File: src/rtl/sbt_pkg.sv
package sbt_pkg;

    typedef enum logic [1:0] {
        CMD_NOP   = 2'b00,
        CMD_READ  = 2'b01,
        CMD_WRITE = 2'b10,
        CMD_LOAD  = 2'b11
    } cmd_e;

    typedef enum logic [2:0] {
        ST_IDLE,
        ST_RD_WAIT,
        ST_RD_LEAD,
        ST_RD_BURST,
        ST_WR_BURST
    } state_e;

    typedef struct packed {
        logic       cl3;
        logic [2:0] bl_code;
        logic       wr_single;
    } cfg_t;

    localparam int MODE_W = 10;

endpackage

File: src/rtl/sbt_mode_decode.sv
module sbt_mode_decode
    import sbt_pkg::*;
#(
    parameter int CLK_MHZ     = 100,
    parameter int CL2_MAX_MHZ = 100,
    parameter int CL3_MAX_MHZ = 125
) (
    input  logic [MODE_W-1:0] word,
    output cfg_t              cfg_new,
    output logic              reserved_bad,
    output logic              speed_bad
);

    localparam logic CL2_ALLOWED = (CLK_MHZ <= CL2_MAX_MHZ);
    localparam logic CL3_ALLOWED = (CLK_MHZ <= CL3_MAX_MHZ);

    logic op_ok;
    logic bl_ok;
    logic is_cl2;
    logic is_cl3;

    always_comb begin
        op_ok  = (word[8:7] == 2'b00);
        bl_ok  = (word[2] == 1'b0) || (word[2:0] == 3'b111);
        is_cl2 = (word[6:4] == 3'b010);
        is_cl3 = (word[6:4] == 3'b011);

        reserved_bad = !op_ok || !bl_ok || !(is_cl2 || is_cl3);
        speed_bad    = !reserved_bad &&
                       ((is_cl2 && !CL2_ALLOWED) || (is_cl3 && !CL3_ALLOWED));

        cfg_new.cl3       = is_cl3;
        cfg_new.bl_code   = word[2:0];
        cfg_new.wr_single = word[9];
    end

endmodule

File: src/rtl/sbt_mode_reg.sv
module sbt_mode_reg
    import sbt_pkg::*;
(
    input  logic clk,
    input  logic rst_n,
    input  logic load_en,
    input  logic reserved_bad,
    input  logic speed_bad,
    input  cfg_t cfg_new,
    output cfg_t cfg,
    output logic err_reserved,
    output logic err_speed
);

    always_ff @(posedge clk) begin
        if (!rst_n) begin
            cfg.cl3       <= 1'b1;
            cfg.bl_code   <= 3'b000;
            cfg.wr_single <= 1'b0;
            err_reserved  <= 1'b0;
            err_speed     <= 1'b0;
        end else begin
            err_reserved <= load_en && reserved_bad;
            err_speed    <= load_en && speed_bad;
            if (load_en && !reserved_bad && !speed_bad) begin
                cfg <= cfg_new;
            end
        end
    end

endmodule

File: src/rtl/sbt_burst_fsm.sv
module sbt_burst_fsm
    import sbt_pkg::*;
#(
    parameter int PAGE_LEN = 16
) (
    input  logic clk,
    input  logic rst_n,
    input  cmd_e cmd,
    input  cfg_t cfg,
    output logic idle,
    output logic busy,
    output logic bus_drive,
    output logic data_valid,
    output logic wr_strobe,
    output logic err_busy
);

    localparam int CNT_W = $clog2(PAGE_LEN);

    state_e           state_q, state_d;
    logic [CNT_W-1:0] cnt_q, cnt_d;
    logic             err_busy_q, err_busy_d;
    logic [CNT_W-1:0] beats_m1;

    // Burst length minus one, from the length code.
    always_comb begin
        unique case (cfg.bl_code)
            3'b000:  beats_m1 = CNT_W'(0);
            3'b001:  beats_m1 = CNT_W'(1);
            3'b010:  beats_m1 = CNT_W'(3);
            3'b011:  beats_m1 = CNT_W'(7);
            default: beats_m1 = CNT_W'(PAGE_LEN - 1);
        endcase
    end

    // Next-state logic
    always_comb begin
        state_d    = state_q;
        cnt_d      = cnt_q;
        err_busy_d = (state_q != ST_IDLE) && (cmd != CMD_NOP);
        unique case (state_q)
            ST_IDLE: begin
                if (cmd == CMD_READ) begin
                    state_d = ST_RD_WAIT;
                    cnt_d   = cfg.cl3 ? CNT_W'(1) : CNT_W'(0);
                end else if (cmd == CMD_WRITE) begin
                    state_d = ST_WR_BURST;
                    cnt_d   = cfg.wr_single ? CNT_W'(0) : beats_m1;
                end
            end
            ST_RD_WAIT: begin
                if (cnt_q == '0) state_d = ST_RD_LEAD;
                else             cnt_d   = cnt_q - 1'b1;
            end
            ST_RD_LEAD: begin
                state_d = ST_RD_BURST;
                cnt_d   = beats_m1;
            end
            ST_RD_BURST, ST_WR_BURST: begin
                if (cnt_q == '0) state_d = ST_IDLE;
                else             cnt_d   = cnt_q - 1'b1;
            end
            default: state_d = ST_IDLE;
        endcase
    end

    // State register
    always_ff @(posedge clk) begin
        if (!rst_n) begin
            state_q    <= ST_IDLE;
            cnt_q      <= '0;
            err_busy_q <= 1'b0;
        end else begin
            state_q    <= state_d;
            cnt_q      <= cnt_d;
            err_busy_q <= err_busy_d;
        end
    end

    // Outputs, decoded from the registered state
    always_comb begin
        idle       = (state_q == ST_IDLE);
        busy       = !idle;
        bus_drive  = (state_q == ST_RD_LEAD) || (state_q == ST_RD_BURST);
        data_valid = (state_q == ST_RD_BURST);
        wr_strobe  = (state_q == ST_WR_BURST);
        err_busy   = err_busy_q;
    end

endmodule

File: src/rtl/sdram_burst_timer.sv
module sdram_burst_timer
    import sbt_pkg::*;
#(
    parameter int PAGE_LEN    = 16,
    parameter int CLK_MHZ     = 100,
    parameter int CL2_MAX_MHZ = 100,
    parameter int CL3_MAX_MHZ = 125
) (
    input  logic              clk,
    input  logic              rst_n,
    input  logic [1:0]        cmd,
    input  logic [MODE_W-1:0] mode_word,
    output logic              bus_drive,
    output logic              data_valid,
    output logic              wr_strobe,
    output logic              busy,
    output logic              err_busy,
    output logic              err_reserved,
    output logic              err_speed
);

    cmd_e cmd_t;
    cfg_t cfg_new;
    cfg_t cfg;
    logic reserved_bad;
    logic speed_bad;
    logic idle;
    logic load_en;

    assign cmd_t   = cmd_e'(cmd);
    assign load_en = (cmd_t == CMD_LOAD) && idle;

    sbt_mode_decode #(
        .CLK_MHZ    (CLK_MHZ),
        .CL2_MAX_MHZ(CL2_MAX_MHZ),
        .CL3_MAX_MHZ(CL3_MAX_MHZ)
    ) u_decode (
        .word        (mode_word),
        .cfg_new     (cfg_new),
        .reserved_bad(reserved_bad),
        .speed_bad   (speed_bad)
    );

    sbt_mode_reg u_mode (
        .clk         (clk),
        .rst_n       (rst_n),
        .load_en     (load_en),
        .reserved_bad(reserved_bad),
        .speed_bad   (speed_bad),
        .cfg_new     (cfg_new),
        .cfg         (cfg),
        .err_reserved(err_reserved),
        .err_speed   (err_speed)
    );

    sbt_burst_fsm #(
        .PAGE_LEN(PAGE_LEN)
    ) u_fsm (
        .clk       (clk),
        .rst_n     (rst_n),
        .cmd       (cmd_t),
        .cfg       (cfg),
        .idle      (idle),
        .busy      (busy),
        .bus_drive (bus_drive),
        .data_valid(data_valid),
        .wr_strobe (wr_strobe),
        .err_busy  (err_busy)
    );

endmodule

File: config.mk
export PLATFORM = sky130hd
export DESIGN_NAME = sdram_burst_timer
export DESIGN_NICKNAME = d
export VERILOG_FILES = /design/src/rtl/sbt_pkg.sv /design/src/rtl/sbt_mode_decode.sv /design/src/rtl/sbt_mode_reg.sv /design/src/rtl/sbt_burst_fsm.sv /design/src/rtl/sdram_burst_timer.sv
export SDC_FILE = /design/constraint.sdc
export NUM_CORES = 1
export LEC_CHECK = 0
export BUFFER_PORTS_ARGS = -buffer_cell sky130_fd_sc_hd__buf_2
export CORE_UTILIZATION = 55
export CTS_CLUSTER_DIAMETER = 50
export DETAILED_ROUTE_END_ITERATION = 8
export GPL_TIMING_DRIVEN = 0
export PLACE_DENSITY_LB_ADDON = 0.1
export SYNTH_ARGS = -nofsm -noshare
export SYNTH_HDL_FRONTEND = slang
export SYNTH_SLANG_ARGS = --single-unit
File: constraint.sdc
create_clock -name clk -period 3 [get_ports clk]
set_input_delay 0.45 -clock clk [delete_from_list [all_inputs] [get_ports clk]]
set_output_delay 0.45 -clock clk [all_outputs]
set_load 0.05 [all_outputs]
# --- Word-level counts from Yosys, hierarchy flattened ---
# Index checks and enable logic that the tools add are counted.
totals:
  ff_bits: 14
  out_inout_bits: 7
  word_cells: 63
classes:
  n_addsub: 1
  eq_ne: 17
  n_mux: 12
  bitwise_logic: 1
  n_reduce_logical: 25
ops:
  columns: ["operator", "count"]
  rows:
  - ["$eq A3 B2 Y1 const B", 6]
  - ["$mux W4", 4]
  - ["$pmux W4 S4", 1]
  - ["$mux W3", 4]
  - ["$pmux W3 S4", 1]
  - ["$pmux W4 S3", 1]
  - ["$eq A3 B1 Y1 const B", 2]
  - ["$eq A3 B3 Y1 const B", 2]
  - ["$logic_not A3 Y1", 2]
  - ["$reduce_and A3 Y1", 2]
  - ["$reduce_bool A3 Y1", 2]
  - ["$logic_not A1 Y1", 5]
  - ["$logic_or A1 B1 Y1", 5]
  - ["$eq A2 B2 Y1 const B", 2]
  - ["$logic_and A1 B1 Y1", 4]
  - ["$logic_not A4 Y1", 1]
  - ["$ne A2 B1 Y1 const B", 2]
  - ["$sub A4 B1 Y4 const B", 1]
  - ["$ne A3 B1 Y1 const B", 1]
  - ["$reduce_or A3 Y1", 1]
  - ["$eq A2 B1 Y1 const B", 1]
  - ["$logic_not A2 Y1", 1]
  - ["$ne A2 B2 Y1 const B", 1]
  - ["$reduce_bool A2 Y1", 1]
  - ["other kinds (3)", 3]

# --- Longest topological paths before layout ---
depth:
  ltp_word: 7
  ltp_mapped: 6

# --- Hierarchy ---
# From an unflattened synthesis, not the netlist that was laid out.
unflattened:
  hier_cells: 119
  area_unflattened_um2: 983.4
modules_own_cells:
  columns: ["mod", "n_inst", "cells_each", "area_per_inst_um2", "seq_area_each_um2"]
  rows:
  - ["sbt_burst_fsm", 1, 80, 620.6, 160.2]
  - ["sbt_mode_reg", 1, 26, 271.5, 140.1]
  - ["sbt_mode_decode", 1, 12, 85.1, 0.0]
  - ["sdram_burst_timer", 1, 1, 6.3, 0.0]

# --- Least setup slack after synthesis ---
# No wires, ideal clock.
synth_timing:
  path_type: "flip-flop to output port"
  from: "register u_fsm.state_q[1]"
  to: "output data_valid"
  t_arrival_ns: 1.781
  required_ns: 2.550
  setup_slack_ns: 0.769
  stages_incl_launch_ff: 4
  path_buffers: 1
  path_cell_list: "dfxtp_1 -> clkbuf_8 -> nor2b_1 -> and2_1"
synth_between:
  elab_chain_len: 1
synth_lines:
  columns: ["item", "line", "text"]
  rows:
  - ["start: declaration", "sbt_burst_fsm.sv:20", "state_e state_q, state_d;"]
  - ["start signal: assignment", "sbt_burst_fsm.sv:74", "state_q <= state_d;"]
  - ["$eq A3 B2 Y1", "sbt_burst_fsm.sv:85", "data_valid = (state_q == ST_RD_BURST);"]
  - ["end: declaration", "sdram_burst_timer.sv:14", "output logic data_valid,"]
# No other way between the ends.

# --- Worst setup path in the final report ---
layout_timing:
  from: "register u_fsm.state_q[1]"
  to: "output wr_strobe"
layout_between:
  elab_chain_len: 1
layout_lines:
  columns: ["item", "line", "text"]
  rows:
  - ["$eq A3 B3 Y1", "sbt_burst_fsm.sv:86", "wr_strobe = (state_q == ST_WR_BURST);"]
  - ["end: declaration", "sdram_burst_timer.sv:15", "output logic wr_strobe,"]
# No other way between the ends.

==> impl_metrics.env <==
export IMPL_finalSetupViolations=0
export IMPL_clock_latency_ps=290
export IMPL_grt_overflow_total=0
export IMPL_fin_area_um2=1008
export IMPL_synth_top_area_share=0.3246
export IMPL_fmax_mhz=531.1
export IMPL_avgViaCountPerCell=5.740
export IMPL_slew_headroom=0.6630
export IMPL_cts_sinks=14
export IMPL_skew_ps=5.427
export IMPL_crit_arrival_ps=1430
export IMPL_drv_cap=0
export IMPL_wl_per_cell_um=13.02
export IMPL_synth_nets=110
export IMPL_dieHeight_um=41.62
export IMPL_p_per_area_nw_per_um2=515.2
export IMPL_fp_dieW_um=41.62
export IMPL_grtUsageTotal=0.2231
export IMPL_place_congestion=0.7757
export IMPL_postRouteAntennaNets=0
export IMPL_placed_cells=127
export IMPL_whs_ps=422.8
export IMPL_critPathMaxFanout=5
export IMPL_cts_buffers=3
export IMPL_syn2layout_area_growth_pct=16.81
export IMPL_clock_path_buffers=2
export IMPL_core_um2=1383
export IMPL_finalHoldViolCount=0
export IMPL_async_reset_ff_frac=0
export IMPL_postCtsHoldBufs=0
export IMPL_synth_edf_count=0
export IMPL_nets=133
export IMPL_vias=752
export IMPL_pin_count=21
export IMPL_root_buffer="clkbuf_4"
export IMPL_routed_wl_um=1705
export IMPL_syn_avg_cell_area_um2=9.184
export IMPL_ys_ff_latch=14
export IMPL_pre_cts_slack_ps=1037
export IMPL_path_clk_slew_ps=90
export IMPL_cts_resized=0
export IMPL_fin_crit_sh=0.6277
export IMPL_final_max_slew_violation_count=0
export IMPL_grt_pass1_vias=657
export IMPL_status="finished clean"
export IMPL_crit_path_end_kind="output pin"
export IMPL_nFillCells=114
export IMPL_grt_max_degree=11
export IMPL_startpoint_type="flip-flop"
export IMPL_grt_pass1_wl_um=2911
export IMPL_synth_seq_area_share=0.3246
export IMPL_drive_gt1_frac=0.2672
export IMPL_dpl_hpwl_um=1261
export IMPL_layout_setup_ws_ps=1117
export IMPL_start_util=0.6244
export IMPL_drt_iter0_markers=11
export IMPL_synth_largest_area_cell="dfxtp_1"
export IMPL_final_core_util=0.7294
export IMPL_cellLeakagePower_nw=0.4137
export IMPL_yosys_warnings=0
export IMPL_syn_inst=94
export IMPL_placed_cell_area_um2=972.2
export IMPL_grt_antenna_before_repair=0
export IMPL_required_ps=2550
export IMPL_synth_common_cells="dfxtp_1, nor2b_1, mux2i_1"
export IMPL_n_antenna_cell=0
export IMPL_hp_class="in -> reg"
export IMPL_die_area_um2=1732
export IMPL_finalCriticalPeriod_ps=1883
export IMPL_fin_tns_setup_ps=0
export IMPL_rows=13
export IMPL_yosys_top_cells_area="dfxtp_1, nor2b_1, mux2i_1"
export IMPL_h_tree_depth=1
export IMPL_synth_distinct_cells=43
export IMPL_tightest_slew_ps=501.0
export IMPL_portBuffers=18
export IMPL_synthFlopType="dfxtp_1"
export IMPL_synth_most_common_cell="dfxtp_1"
export IMPL_peakVddDrop_v=0.0003542
export IMPL_drc=0
export IMPL_cts_setup_buffers=0
export IMPL_netlist_area_um2=863.3
export IMPL_fin_cells=131
export IMPL_power_mw=0.5196
export IMPL_worst_setup_path_type="reg -> out"
export IMPL_cts_tree="built"
export IMPL_dr_pass1_iters=4
export IMPL_grt_setup_unrepaired="false"
-- cell families (layout without fill, tap and decap cells) --
| kind of cell | Yosys count | after routing | share of synthesized area |
|---|---|---|---|
| adders and majority gates | 2 | 2 | 0.02898 |
| muxes | 5 | 5 | 0.05797 |
| and+or+nand+nor | 35 | 35 | 0.2942 |
| DFF | 14 | 14 | 0.3246 |
| AOI/OAI and AO/OA | 26 | 26 | 0.2145 |
| other | 1 | 1 | 0.004344 |
| xor gates and xnor gates | 1 | 1 | 0.01015 |
| buffers and inverters | 10 | 32 | 0.06520 |
-- cells in the final DEF (no fill, tap or decap), drive strengths merged, types with 3 or more instances in the layout --
cell    synthesis  final
mux2i           5      5
a21oi           4      4
nor2b           9      9
dfxtp          14     14
buf             3     21
nand2           3      3
clkbuf          4      8
o31ai           3      3
inv             3      3
nand2b          4      4
o21ai           3      3
a31oi           4      4
-- report_power, final --
group | switching [mW] | internal [mW] | leakage, nW
registers | 0.0103 | 0.200 | 0.114
logic | 0.102 | 0.0670 | 0.279
clock network | 0.0657 | 0.0740 | 0.0210
-- state kept, by name, indices dropped and copies added, names as in the netlist --
signal / flops
u_fsm.cnt_q: 4
u_fsm.err_busy: 1
u_fsm.state_q: 3
u_mode.cfg: 5
u_mode.err_reserved: 1
-- worst max-delay path, stage by stage (launching register included) --
cell and delay (ps):
dfxtp_1 320, or3b_1 360, clkbuf_1 150, inv_1 60, buf_2 250
-- worst paths after layout --
kind / start / to / slack (ps) / cells past startpoint
setup / recovery: u_fsm.state_q[1] / wr_strobe / 1120 / 4
hold / removal: mode_word[9] / u_mode.cfg[0] / 420 / 3
setup reg to reg: u_fsm.state_q[1] / u_fsm.cnt_q[1] / 1370 / 6
hold reg to reg: u_mode.cfg[4] / u_mode.cfg[4] / 500 / 2
-- layout make-up --
| cell class | count | area (um2) | area share |
|---|---|---|---|
| Tap cell | 15 | 18.77 | 0.01861 |
| Multi-Input combinational cell | 70 | 526.8 | 0.5223 |
| Inverter | 3 | 11.26 | 0.01117 |
| Sequential cell | 14 | 280.3 | 0.2779 |
| Buffer | 7 | 45.04 | 0.04466 |
| Clock buffer | 4 | 36.28 | 0.03598 |
| Timing Repair Buffer | 18 | 90.09 | 0.08933 |
-- routing by layer --
layer  share of wire  vias up  track usage
met5               0        -            0
met2            0.45       23       0.3156
met3           0.043        4      0.05217
met4           0.027        0       0.1355
met1            0.48      337       0.3058
li1                -      388            -
Power figures use the tool's default switching activity.
